## src/rtl/pcp_pkg.sv

```systemverilog
package pcp_pkg;
  typedef enum logic [1:0] {
    ST_IDLE    = 2'd0,
    ST_COLLECT = 2'd1,
    ST_EXEC    = 2'd2
  } pcp_state_e;

  // valid command type range
  localparam int CMD_FIRST = 1;
  localparam int CMD_LAST  = 9;

  // status byte bit positions
  localparam int STAT_OBF = 0;
  localparam int STAT_IBF = 1;
  localparam int STAT_OVF = 2;
  localparam int STAT_RDY = 3;
endpackage

```

## src/rtl/pcp_host_if.sv

```systemverilog
module pcp_host_if #(
  parameter int unsigned DATA_W = 8
) (
  input  logic              cs_i,
  input  logic              wr_i,
  input  logic              rd_i,
  input  logic              addr_i,
  input  logic              busy_i,
  input  logic [DATA_W-1:0] result_i,
  input  logic [DATA_W-1:0] status_i,
  output logic              wr_data_o,
  output logic              wr_blocked_o,
  output logic              rd_data_o,
  output logic [DATA_W-1:0] rdata_o
);
  logic wr_any;

  assign wr_any       = cs_i & wr_i;
  assign wr_data_o    = wr_any & ~addr_i & ~busy_i;
  assign wr_blocked_o = wr_any & busy_i;
  // write wins over a simultaneous read
  assign rd_data_o    = cs_i & rd_i & ~wr_i & ~addr_i;
  assign rdata_o      = addr_i ? status_i : result_i;
endmodule

```

## src/rtl/pcp_collector.sv

```systemverilog
module pcp_collector import pcp_pkg::*; #(
  parameter int unsigned DATA_W  = 8,
  parameter int unsigned CNT_W   = 4,
  parameter int unsigned MAX_OPS = 15
) (
  input  logic                      clk_i,
  input  logic                      rst_ni,
  input  logic                      wr_i,
  input  logic [DATA_W-1:0]         byte_i,
  input  logic                      done_i,
  output logic                      busy_o,
  output logic                      collecting_o,
  output logic                      err_o,
  output logic                      done_ok_o,
  output logic                      cmd_valid_o,
  output logic [DATA_W-CNT_W-1:0]   cmd_type_o,
  output logic [CNT_W-1:0]          cmd_len_o,
  output logic [MAX_OPS*DATA_W-1:0] operands_o
);
  localparam int unsigned TYPE_W = DATA_W - CNT_W;

  pcp_state_e         state_q;
  logic [TYPE_W-1:0]  type_q;
  logic [CNT_W-1:0]   len_q;
  logic [CNT_W-1:0]   idx_q;
  logic               valid_q;
  logic [TYPE_W-1:0]  hdr_type;
  logic [CNT_W-1:0]   hdr_len;
  logic               hdr_known;
  logic               hdr_take;
  logic               op_take;
  logic               last_op;

  assign hdr_type  = byte_i[DATA_W-1 -: TYPE_W];
  assign hdr_len   = byte_i[CNT_W-1:0];
  assign hdr_known = (int'(hdr_type) >= CMD_FIRST) && (int'(hdr_type) <= CMD_LAST);
  assign hdr_take  = wr_i && (state_q == ST_IDLE);
  assign op_take   = wr_i && (state_q == ST_COLLECT);
  assign last_op   = (idx_q == len_q - 1'b1);

  assign busy_o       = (state_q == ST_EXEC);
  assign collecting_o = (state_q == ST_COLLECT);
  assign err_o        = hdr_take && !hdr_known;
  assign done_ok_o    = done_i && (state_q == ST_EXEC);
  assign cmd_valid_o  = valid_q;
  assign cmd_type_o   = type_q;
  assign cmd_len_o    = len_q;

  always_ff @(posedge clk_i or negedge rst_ni) begin
    if (!rst_ni) begin
      state_q <= ST_IDLE;
      type_q  <= '0;
      len_q   <= '0;
      idx_q   <= '0;
      valid_q <= 1'b0;
    end else begin
      valid_q <= 1'b0;
      unique case (state_q)
        ST_IDLE: begin
          if (hdr_take && hdr_known) begin
            type_q <= hdr_type;
            len_q  <= hdr_len;
            idx_q  <= '0;
            if (hdr_len == '0) begin
              state_q <= ST_EXEC;
              valid_q <= 1'b1;
            end else begin
              state_q <= ST_COLLECT;
            end
          end
        end
        ST_COLLECT: begin
          if (op_take) begin
            idx_q <= idx_q + 1'b1;
            if (last_op) begin
              state_q <= ST_EXEC;
              valid_q <= 1'b1;
            end
          end
        end
        ST_EXEC: begin
          if (done_i) state_q <= ST_IDLE;
        end
        default: state_q <= ST_IDLE;
      endcase
    end
  end

  for (genvar g = 0; g < MAX_OPS; g++) begin : g_slot
    logic [DATA_W-1:0] slot_q;
    always_ff @(posedge clk_i or negedge rst_ni) begin
      if (!rst_ni)                                  slot_q <= '0;
      else if (op_take && idx_q == CNT_W'(g))       slot_q <= byte_i;
    end
    assign operands_o[g*DATA_W +: DATA_W] = slot_q;
  end
endmodule

```

## src/rtl/pcp_result.sv

```systemverilog
module pcp_result #(
  parameter int unsigned      DATA_W  = 8,
  parameter logic [DATA_W-1:0] ERR_VAL = 8'hEE
) (
  input  logic              clk_i,
  input  logic              rst_ni,
  input  logic              err_i,
  input  logic              done_i,
  input  logic [DATA_W-1:0] result_i,
  input  logic              rd_i,
  input  logic              blocked_i,
  output logic [DATA_W-1:0] res_o,
  output logic              obf_o,
  output logic              ovf_o
);
  always_ff @(posedge clk_i or negedge rst_ni) begin
    if (!rst_ni) begin
      res_o <= '0;
      obf_o <= 1'b0;
      ovf_o <= 1'b0;
    end else begin
      if (err_i)       res_o <= ERR_VAL;
      else if (done_i) res_o <= result_i;
      // posting beats a same-cycle read
      if (err_i || done_i) obf_o <= 1'b1;
      else if (rd_i)       obf_o <= 1'b0;
      if (blocked_i)       ovf_o <= 1'b1;
    end
  end
endmodule

```

## src/rtl/cmd_port_slave.sv

```systemverilog
module cmd_port_slave import pcp_pkg::*; #(
  parameter int unsigned       DATA_W  = 8,
  parameter int unsigned       CNT_W   = 4,
  parameter int unsigned       MAX_OPS = (1 << CNT_W) - 1,
  parameter logic [DATA_W-1:0] ERR_VAL = 8'hEE
) (
  input  logic                      clk_i,
  input  logic                      rst_ni,
  input  logic                      cs_i,
  input  logic                      wr_i,
  input  logic                      rd_i,
  input  logic                      addr_i,
  input  logic [DATA_W-1:0]         wdata_i,
  output logic [DATA_W-1:0]         rdata_o,
  output logic                      ready_o,
  output logic                      cmd_valid_o,
  output logic [DATA_W-CNT_W-1:0]   cmd_type_o,
  output logic [CNT_W-1:0]          cmd_len_o,
  output logic [MAX_OPS*DATA_W-1:0] operands_o,
  input  logic                      done_i,
  input  logic [DATA_W-1:0]         result_i
);
  logic              busy, collecting, err_ev, done_ok;
  logic              wr_data, wr_blocked, rd_data;
  logic [DATA_W-1:0] res_q, status;
  logic              obf_q, ovf_q, ibf;

  assign ready_o = ~busy;
  assign ibf     = collecting | busy;

  always_comb begin
    status           = '0;
    status[STAT_OBF] = obf_q;
    status[STAT_IBF] = ibf;
    status[STAT_OVF] = ovf_q;
    status[STAT_RDY] = ready_o;
  end

  pcp_host_if #(.DATA_W(DATA_W)) u_host (
    .cs_i        (cs_i),
    .wr_i        (wr_i),
    .rd_i        (rd_i),
    .addr_i      (addr_i),
    .busy_i      (busy),
    .result_i    (res_q),
    .status_i    (status),
    .wr_data_o   (wr_data),
    .wr_blocked_o(wr_blocked),
    .rd_data_o   (rd_data),
    .rdata_o     (rdata_o)
  );

  pcp_collector #(.DATA_W(DATA_W), .CNT_W(CNT_W), .MAX_OPS(MAX_OPS)) u_coll (
    .clk_i       (clk_i),
    .rst_ni      (rst_ni),
    .wr_i        (wr_data),
    .byte_i      (wdata_i),
    .done_i      (done_i),
    .busy_o      (busy),
    .collecting_o(collecting),
    .err_o       (err_ev),
    .done_ok_o   (done_ok),
    .cmd_valid_o (cmd_valid_o),
    .cmd_type_o  (cmd_type_o),
    .cmd_len_o   (cmd_len_o),
    .operands_o  (operands_o)
  );

  pcp_result #(.DATA_W(DATA_W), .ERR_VAL(ERR_VAL)) u_res (
    .clk_i    (clk_i),
    .rst_ni   (rst_ni),
    .err_i    (err_ev),
    .done_i   (done_ok),
    .result_i (result_i),
    .rd_i     (rd_data),
    .blocked_i(wr_blocked),
    .res_o    (res_q),
    .obf_o    (obf_q),
    .ovf_o    (ovf_q)
  );
endmodule

```

## config.mk

```make
export PLATFORM = sky130hd
export DESIGN_NAME = cmd_port_slave
export DESIGN_NICKNAME = d
export VERILOG_FILES = /design/src/rtl/pcp_pkg.sv /design/src/rtl/pcp_host_if.sv /design/src/rtl/pcp_collector.sv /design/src/rtl/pcp_result.sv /design/src/rtl/cmd_port_slave.sv
export SDC_FILE = /design/constraint.sdc
export NUM_CORES = 1
export LEC_CHECK = 0
export BUFFER_PORTS_ARGS = -buffer_cell sky130_fd_sc_hd__clkbuf_2
export CAP_MARGIN = 20
export CORE_MARGIN = 2
export CORE_UTILIZATION = 35
export CTS_BUF_LIST = sky130_fd_sc_hd__clkbuf_2 sky130_fd_sc_hd__clkbuf_4 sky130_fd_sc_hd__clkbuf_8
export DETAILED_ROUTE_END_ITERATION = 10
export GPL_TIMING_DRIVEN = 0
export PLACE_DENSITY = 0.68
export SLEW_MARGIN = 20
export SYNTH_ARGS = -nofsm -noshare
export SYNTH_HDL_FRONTEND = slang
export SYNTH_SLANG_ARGS = --single-unit
```

## constraint.sdc

```tcl
create_clock -name clk_i -period 3.7 [get_ports clk_i]
set_clock_uncertainty 0.15 [all_clocks]
set_input_delay 0.74 -clock clk_i [delete_from_list [all_inputs] [get_ports clk_i]]
set_output_delay 0.74 -clock clk_i [all_outputs]
set_load 0.05 [all_outputs]
```

## Word level (Yosys, flattened, before mapping)

Index checks and enable logic that the tools add are counted.

| cells by class | value |
|---|---|
| add/sub/neg operators | 2 |
| magnitude comparators | 2 |
| equality and inequality tests | 21 |
| mux-type cells | 19 |
| bitwise logic cells | 11 |
| reduce and logical (&&, ||, !) cells | 32 |

Operators by type and width:

| cell | count |
|---|---|
| $eq A4 B4 Y1 const B | 7 |
| $mux W8 | 3 |
| $logic_and A1 B1 Y1 | 21 |
| $eq A4 B3 Y1 const B | 4 |
| $mux W2 | 5 |
| $eq A4 B2 Y1 const B | 2 |
| $logic_not A4 Y1 | 2 |
| $mux W4 | 2 |
| $pmux W4 S2 | 1 |
| $and A1 B1 Y1 | 7 |
| $mux W1 | 6 |
| $pmux W2 S3 | 1 |
| $reduce_bool A2 Y1 | 3 |
| $add A4 B1 Y4 const B | 1 |
| $eq A4 B1 Y1 const B | 1 |
| $eq A4 B4 Y1 | 1 |
| $ge A4 B1 Y1 const B | 1 |
| $le A4 B4 Y1 const B | 1 |
| $ne A2 B1 Y1 const B | 2 |
| $ne A2 B2 Y1 const B | 2 |
| $reduce_and A4 Y1 | 1 |
| $sub A4 B1 Y4 const B | 1 |
| $not A1 Y1 | 3 |
| $reduce_and A3 Y1 | 1 |
| other kinds (8) | 8 |

| storage, ports and cells | value |
|---|---|
| register bits after elaboration | 145 |
| input bits | 23 |
| output and inout bits | 138 |
| word-level logic and storage cells | 110 |

## Logic depth before layout (Yosys ltp)

Gate-level depths: netlist of the first run.

| depth | value |
|---|---|
| word-level depth | 7 |
| gate-level depth with buffers | 9 |
| gate-level depth less buffers | 7 |

## By module

Synthesis of the first run repeated with hierarchy kept, for this count alone.

| second synthesis, totals | value |
|---|---|
| cells, all modules | 390 |
| area total of the unflattened synthesis | 6118.4 um2 |

Modules (own cells, without submodules):

| module | times used | cells an instance | area each (um2) | seq. area each (um2) |
|---|---|---|---|---|
| pcp_collector | 1 | 343 | 5531.6 | 3378.2 |
| pcp_result | 1 | 32 | 410.4 | 250.2 |
| pcp_host_if | 1 | 12 | 162.7 | 0.0 |
| cmd_port_slave | 1 | 3 | 13.8 | 0.0 |

## Worst setup path after synthesis of the first run

OpenSTA, ideal clock, no wires.

| timing path | value |
|---|---|
| kind | in2out |
| from | input port addr_i |
| to | output port rdata_o[3] |
| data arrival time | 1.724 ns |
| required time | 2.810 ns |
| setup slack | 1.086 ns |
| cell stages on the path | 2 |
| buffers on the path | 1 |
| path through | buf_6 -> mux2i_1 |

| on the way | value |
|---|---|
| word-level cells in the longest chain between the ends | 1 |

Ends and longest elaborated chain:

| item | line | text |
|---|---|---|
| start, declared | cmd_port_slave.sv:12 | `input logic addr_i,` |
| $mux W8 | pcp_host_if.sv:23 | `assign rdata_o = addr_i ? status_i : result_i;` |
| end, declared | cmd_port_slave.sv:14 | `output logic [DATA_W-1:0] rdata_o,` |

No other way between the ends.

## Final worst setup path of the first run

| timing path | value |
|---|---|
| from | register u_coll.state_q[0] |
| to | register u_coll.g_slot[13].slot_q[6] |

| on the way | value |
|---|---|
| word-level cells in the longest chain between the ends | 5 |
| elaborated cells on any way between the ends | 6 |
| classes of those cells | 2 x eq/ne; 2 x bitwise; 2 x reduce/logical |

Ends and longest elaborated chain:

| item | line | text |
|---|---|---|
| start, declared | pcp_collector.sv:22 | `pcp_state_e state_q;` |
| start signal, assigned | pcp_collector.sv:51 | `state_q <= ST_IDLE;` |
| start signal, assigned | pcp_collector.sv:65 | `state_q <= ST_EXEC;` |
| start signal, assigned | pcp_collector.sv:68 | `state_q <= ST_COLLECT;` |
| $eq A2 B2 Y1 | pcp_collector.sv:41 | `assign busy_o = (state_q == ST_EXEC);` |
| $not A1 Y1 | pcp_host_if.sv:19 | `assign wr_data_o = wr_any & ~addr_i & ~busy_i;` |
| $and A1 B1 Y1 | pcp_host_if.sv:19 |  |
| $logic_and A1 B1 Y1 * | pcp_collector.sv:38 | `assign op_take = wr_i && (state_q == ST_COLLECT);` |
| $logic_and A1 B1 Y1 * | pcp_collector.sv:93 | `else if (op_take && idx_q == CNT_W'(g)) slot_q <= byte_i;` |
| end signal, assigned | pcp_collector.sv:93 |  |
| end, declared | pcp_collector.sv:90 | `logic [DATA_W-1:0] slot_q;` |

Mark *: on every way between the ends. The rest lies on a longest branch, timed or not.
A chain may end at the register's enable or synchronous reset.

==> reports/metrics.csv, run 1 <==
stage;metric;value;unit
power;power.density;760.2;nW/µm²
placement;io_buffers;159;
placement;place_congestion;0.7504;
timing;setup_ws;1044;ps
logic_synthesis;synthTopCellsByCount;145 x dfrtp_1, 118 x mux2_2, 25 x nand2_1, 12 x clkbuf_1, 12 x inv_1;
critical_path;crit_fanout;8;
detailed_routing;routed_wl;15250;µm
job;maxCapViolCount;0;
cells_and_area;final_area;7609;µm²
timing;tightest_slew;860.5;ps
cts;root_buffer;clkbuf_8;
critical_path;start_kind;register;
cells_and_area;n_antenna_cell;0;
logic_synthesis;synth_top_area_cell;dfrtp_1;
logic_synthesis;netlist_instances;420;
logic_synthesis;ys_warn_count;0;
logic_synthesis;synthesis.area;6070;µm²
critical_path;crit_buf_inv;4;
global_routing;grt_pass1_wl;23840;µm
placement;post-place-ws;966.1;ps
placement;placedInstanceArea;7183;µm²
timing;fin_crit_sh;71.78;%
cts;cts_setup_buffers;0;
critical_path;worst_ep_arrival_time;2820;ps
power;p_leak;4.093;nW
cells_and_area;syn_to_final_growth;25.36;%
detailed_routing;avgRoutedWirePerCell;18.21;µm
global_routing;grt.overflow.total;0;
cts;htreeDepth;4;
logic_synthesis;synth_most_common_cell;dfrtp_1;
floorplanning;start_util;35.46;%
critical_path;max_stage_delay;380;ps
timing;grt_setup_unrepaired;no;
logic_synthesis;synth_compound_area_share;2.453;%
global_routing;grt_pass1_vias;4261;
critical_path;crit_chain;inv_1, ha_1, nor4bb_4, buf_6, and2_0, buf_2, and4_1, buf_4, mux2_2;
cts;cts_resized;0;
logic_synthesis;synth_mux_area_share;25.31;%
placement;hpwl;10790;µm
floorplanning;io-pin-count;161;
run_status;status;completed;
detailed_routing;vias_per_cell;4.809;
logic_synthesis;synthFlopType;dfrtp_1;
logic_synthesis;synth-simple-area-share;7.256;%
cts;tritoncts;yes;
cts;cts.clk_slew.worst_paths;90;ps
cts;cts.sinks;145;
cts;cts_hold_repair.buffers;0;
logic_synthesis;synth_cell_types;50;
cells_and_area;drive_above_1_share;55.88;%
logic_synthesis;synth_area_leaders;dfrtp_1 60%, mux2_2 22%, mux2_4 2.0%;
logic_synthesis;synth_xor_area_share;0.8658;%
critical_path;critPathKind;reg -> reg;
detailed_routing;routed-via-count;4025;
cts;worstSkewPairLatency;440;ps
timing;fmax;376.5;MHz
floorplanning;rows;48;
detailed_routing;drt_iter0_markers;169;
cells_and_area;fin_nets;630;
logic_synthesis;syn_nets;451;
logic_synthesis;seq_area_frac_synth;59.78;%
timing;setup_violations;0;
logic_synthesis;synth_top_family_by_area;multiplexers;
critical_path;cp_slowest_cell;dfrtp_1;
cts;numCtsBuffers;17;
detailed_routing;drc;0;
power;irDropWorstVdd;377.7;µV
timing;drv_slew;0;
floorplanning;fp.dieH;135.7;µm
global_routing;grt_use_total;17.28;%
timing;hold_viol_final;0;
floorplanning;dieArea;18410;µm²
logic_synthesis;synth_edf_count;0;
global_routing;grt_antenna_before_repair;0;
logic_synthesis;synth.top_cell.area_share;59.78;%
logic_synthesis;synth-async-reset-ratio;100.0;%
cts;clock_path_buffers;2;
hold_path;min_path_type;in -> async;
detailed_routing;antenna_left;0;
floorplanning;core_area;17120;µm²
power;totalPowerFinal;0.005784;W
logic_synthesis;synthAdderAreaFrac;1.649;%
timing;fin_crit;2656;ps
critical_path;critical-path-top-delay-family;simple AND/OR/NAND/NOR gates;
critical_path;critPathCaptureType;register;
logic_synthesis;syn_area_per_cell;14.45;µm²
global_routing;grt_max_degree;93;
floorplanning;die_w;135.7;µm
critical_path;crit_required;3860;ps
timing;maxSlewHeadroom;42.11;%
timing;setup_tns;0;ps
logic_synthesis;ys_ff_latch;145;
detailed_routing;firstDrtPassIters;4;
## registers in the layout, summed over array words and instances, names as in the netlist
name / count
u_res.obf_o: 1
u_coll.state_q: 2
u_res.res_o: 8
u_coll.cmd_type_o: 4
u_coll.cmd_len_o: 4
u_coll.cmd_valid_o: 1
u_coll.g_slot.slot_q: 120
u_res.ovf_o: 1
u_coll.idx_q: 4
## kinds of logic after synthesis
group,Yosys count
and+or+nand+nor,72
adders and majority gates,8
buffers and inverters,33
xor gates and xnor gates,6
muxes,134
AOI/OAI and AO/OA,22
DFF,145
## routing by layer
layer  wire, µm  global-route usage [%]  vias up
met5          0                       0        -
li1           -                       -     1830
met1       6946                   23.35     2068
met3        891                   5.163       13
met2       7266                   27.16      114
met4        140                   4.630        0
## power by group
group          leakage, nW  switching [W]  internal (W)
Sequential            1.96       0.000222       0.00193
Combinational         1.91        0.00166      0.000642
Clock                0.220       0.000636      0.000698
## cells in the final DEF, fill, tap and decap left out, types with 4 or more instances in the layout
cell type  count
buf_4          4
clkbuf_1      12
clkbuf_2     158
clkbuf_8      19
dfrtp_1      145
ha_1           8
inv_1         12
inv_6          4
mux2_1         6
mux2_2       118
mux2_4         8
nand2_1       25
nand2_2        7
nand3_1        8
nor2_1         5
nor2b_1        4
o21ai_0        7
xor2_1         4
## through the flow
| step | hold WS [ps] | instances | utilization, % |
|---|---|---|---|
| final | 108.9 | 837 | 44.45 |
| after global routing | 99.45 | 837 | 44.45 |
| after CTS | 75.67 | 837 | 44.45 |
| after detailed placement | 324.9 | 805 | 41.97 |
| after global placement | 293.6 | 804 | 41.75 |
| after floorplan | 285.8 | 420 | - |
## final timing paths
| path | start | to | slack, ps | cells past startpoint |
|---|---|---|---|---|
| worst max-delay path | u_coll.state_q[0] | u_coll.g_slot[13].slot_q[6] | 1040 | 9 |
| worst min-delay path | rst_ni | u_coll.g_slot[0].slot_q[4] | 110 | 1 |
| worst max register to register | u_coll.state_q[0] | u_coll.g_slot[13].slot_q[6] | 1040 | 9 |
| worst min register to register | u_res.ovf_o | u_res.ovf_o | 340 | 1 |
| max in group asynchronous | rst_ni | u_coll.g_slot[7].slot_q[2] | 2500 | 2 |
| min in group clk_i | u_res.ovf_o | u_res.ovf_o | 340 | 1 |
## area by class of cell
| type | count | area [µm²] |
|---|---|---|
| Timing Repair Buffer | 160 | 832.0 |
| Buffer | 21 | 117.6 |
| Clock inverter | 14 | 177.7 |
| Inverter | 12 | 45.04 |
| Tap cell | 225 | 281.5 |
| Sequential cell | 145 | 3628 |
| Multi-Input combinational cell | 242 | 2278 |
| Fill cell | 1602 | 9508 |
| Clock buffer | 18 | 247.7 |
No activity file was read; power rests on OpenSTA's default activity.
==> run 2: changes to the inputs <==
clock period = 2.6 ns   (was 3.7 ns; I/O delays follow)
==> run 2 against run 1 <==
  * Critical path depth decreased by 1
  * Clock power rose by 43%
  * Final cell count up 0.36%
  * Die area is the same
  * Via count up 0.45%
  * Combinational power rose by 43%
  * Sequential share of layout area decreased by 0.23 points
  * Critical path type unchanged
  * Largest power group unchanged
==> reports/metrics.csv, run 2 (synthesized netlist as in run 1, its figures left out) <==
stage;metric;value;unit;change
critical_path;r2r_setup_slack;130;ps;-910 ps
critical_path;r2r_start;u_coll.state_q[0];;
cells_and_area;final_area;7646;µm²;+0.49%
cts;cts.clk_slew.worst_paths;90;ps;about the same
cells_and_area;largest_reg_flops;120;;unchanged
detailed_routing;vias_per_cell;4.813;;about the same
power;power.density;1079;nW/µm²;+42%
run_status;status;completed;;
timing;grt_setup_unrepaired;no;;
detailed_routing;antenna_left;0;;unchanged
cells_and_area;final_cell_mix;158 x clkbuf_2, 145 x dfrtp_1, 118 x mux2_2, 25 x nand2_1, 19 x clkbuf_8;;
placement;hpwl;10790;µm;unchanged
cells_and_area;syn_to_final_growth;25.97;%;
detailed_routing;firstDrtPassIters;4;;unchanged
critical_path;crit_chain;inv_1, ha_2, nor4bb_4, buf_6, nand2_4, nor3b_4, nand2_2, mux2_1;;
placement;post-place-ws;-31.88;ps;-998.0 ps
critical_path;rr_endpoint;u_coll.g_slot[5].slot_q[1];;
timing;drv_slew;0;;unchanged
hold_path;holdPathEnd;u_res.res_o[5];;
cells_and_area;fin_nets;633;;+0.48%
floorplanning;dieArea;18410;µm²;unchanged
floorplanning;io-pin-count;161;;unchanged
cts;worstSkewPairLatency;440;ps;about the same
floorplanning;start_util;35.46;%;unchanged
cells_and_area;n_antenna_cell;0;;unchanged
hold_path;whs_path_depth;3;;
global_routing;grt_pass1_wl;23900;µm;+0.26%
floorplanning;core_area;17120;µm²;unchanged
floorplanning;rows;48;;unchanged
critical_path;critPathKind;reg -> reg;;
cts;numCtsBuffers;17;;unchanged
global_routing;grt_use_total;17.31;%;+0.032 points
cts;clock_path_buffers;2;;unchanged
timing;worst_hold_slack;143.8;ps;+34.95 ps
critical_path;crit_fanout;8;;unchanged
timing;tightest_slew;789.4;ps;-71.08 ps
detailed_routing;drt_iter0_markers;188;;+11%
critical_path;worst_ep_arrival_time;2640;ps;-180 ps
cts;cts.sinks;145;;unchanged
hold_path;hold_start;result_i[5];;
cts;htreeDepth;4;;unchanged
job;maxCapViolCount;0;;unchanged
critical_path;cp_slowest_cell;mux2_1;;
floorplanning;die_w;135.7;µm;unchanged
detailed_routing;avgRoutedWirePerCell;18.18;µm;-0.17%
critical_path;r2r_cells;8;;-1
floorplanning;fp.dieH;135.7;µm;unchanged
placement;io_buffers;159;;unchanged
critical_path;max_stage_delay;370;ps;about the same
cts;root_buffer;clkbuf_8;;
global_routing;grt.overflow.total;0;;unchanged
timing;setup_ws;133.2;ps;-911.1 ps
power;p_leak;4.107;nW;+0.35%
global_routing;grt_max_degree;93;;unchanged
timing;fmax;405.4;MHz;+7.7%
detailed_routing;routed_wl;15270;µm;+0.19%
cts;tritoncts;yes;;
critical_path;critPathCaptureType;register;;
cells_and_area;top_register;u_coll.g_slot.slot_q;;
timing;hold_viol_final;0;;unchanged
timing;fin_crit_sh;94.88;%;+23 points
cells_and_area;drive_above_1_share;56.10;%;+0.22 points
detailed_routing;routed-via-count;4043;;+0.45%
global_routing;grt_antenna_before_repair;0;;unchanged
hold_path;min_path_type;in -> reg;;
timing;setup_violations;0;;unchanged
cells_and_area;final_common_cell;clkbuf_2;;
placement;placedInstanceArea;7183;µm²;unchanged
detailed_routing;drc;0;;unchanged
critical_path;crit_required;2770;ps;-1090 ps
timing;fin_crit;2467;ps;-188.9 ps
placement;place_congestion;0.7504;;unchanged
global_routing;grt_pass1_vias;4274;;+0.31%
cells_and_area;largestRegisters;u_coll.g_slot.slot_q: 120 flops, u_res.res_o: 8 flops;;
timing;maxSlewHeadroom;46.89;%;+4.8 points
power;irDropWorstVdd;536.9;µV;+42%
critical_path;start_kind;register;;
==> run 2: critical path, delay by kind of cell (launching register included) <==
kind | cells | cell delay, ps
AND/OR/NAND/NOR | 4 | 980
multiplexers | 1 | 370
flip-flops | 1 | 360
adder cells (fa/ha/maj) | 1 | 240
buffers and inverters | 2 | 230
==> run 2: what timing repair did <==
item | 4_1_cts | 5_1_grt
cloned | 0 | 0
buffers inserted | 0 | 2
endpoints found under the hold margin | 53 | 0
endpoints found under the setup margin | 25 | 62
resized for setup | 1 | 3
hold buffers | 1 | 0
pin swaps | 0 | 1
==> run 2: cell type report <==
type | instances | area (µm²)
flip-flops and latches | 145 | 3628
plain buffers | 21 | 127.6
inverters | 12 | 45.04
multi-input cells | 242 | 2281
fillers | 1605 | 9470
well taps | 225 | 281.5
clock buffers | 18 | 247.7
repair buffers | 163 | 857.1
clock inverters | 14 | 177.7
==> run 2: metrics by stage <==
stage               setup TNS [ps]  cells  utilization, %  power (W)
floorplan                        0    420               -   0.005560
global placement           -201880    804           41.75   0.006299
detailed placement          -182.6    805           41.97   0.006400
CTS                              0    838           44.52   0.008341
global route                     0    840           44.67   0.008701
finish                           0    840           44.67   0.008247
==> run 2: layer usage <==
layer  global-route usage (%)  part of all wire (%)
met1                    23.35                    45
met5                        0                     0
met2                    27.27                    48
met3                    5.163                   6.0
met4                    4.630                  0.92
==> run 2: worst max path at each step <==
| stage | startpoint | to | slack [ps] | cells past startpoint |
|---|---|---|---|---|
| 5_1_grt | u_coll.state_q[0] | u_coll.g_slot[13].slot_q[6] | 5 | 9 |
| 2_1_floorplan | u_coll.cmd_len_o[0] | u_coll.state_q[0] | 200 | 7 |
| 6_report | u_coll.state_q[0] | u_coll.g_slot[5].slot_q[1] | 130 | 8 |
| 3_5_place_dp | u_coll.state_q[0] | u_coll.g_slot[13].slot_q[6] | -30 | 9 |
| 3_3_place_gp | rst_ni | u_res.obf_o | -1400 | 1 |
| 4_1_cts | u_coll.state_q[0] | u_coll.g_slot[13].slot_q[6] | 20 | 9 |
==> run 2: power by group <==
group | total, W | switching, W | internal, W
registers | 0.00305 | 0.000310 | 0.00274
logic | 0.00330 | 0.00237 | 0.000928
clock network | 0.00190 | 0.000905 | 0.000993
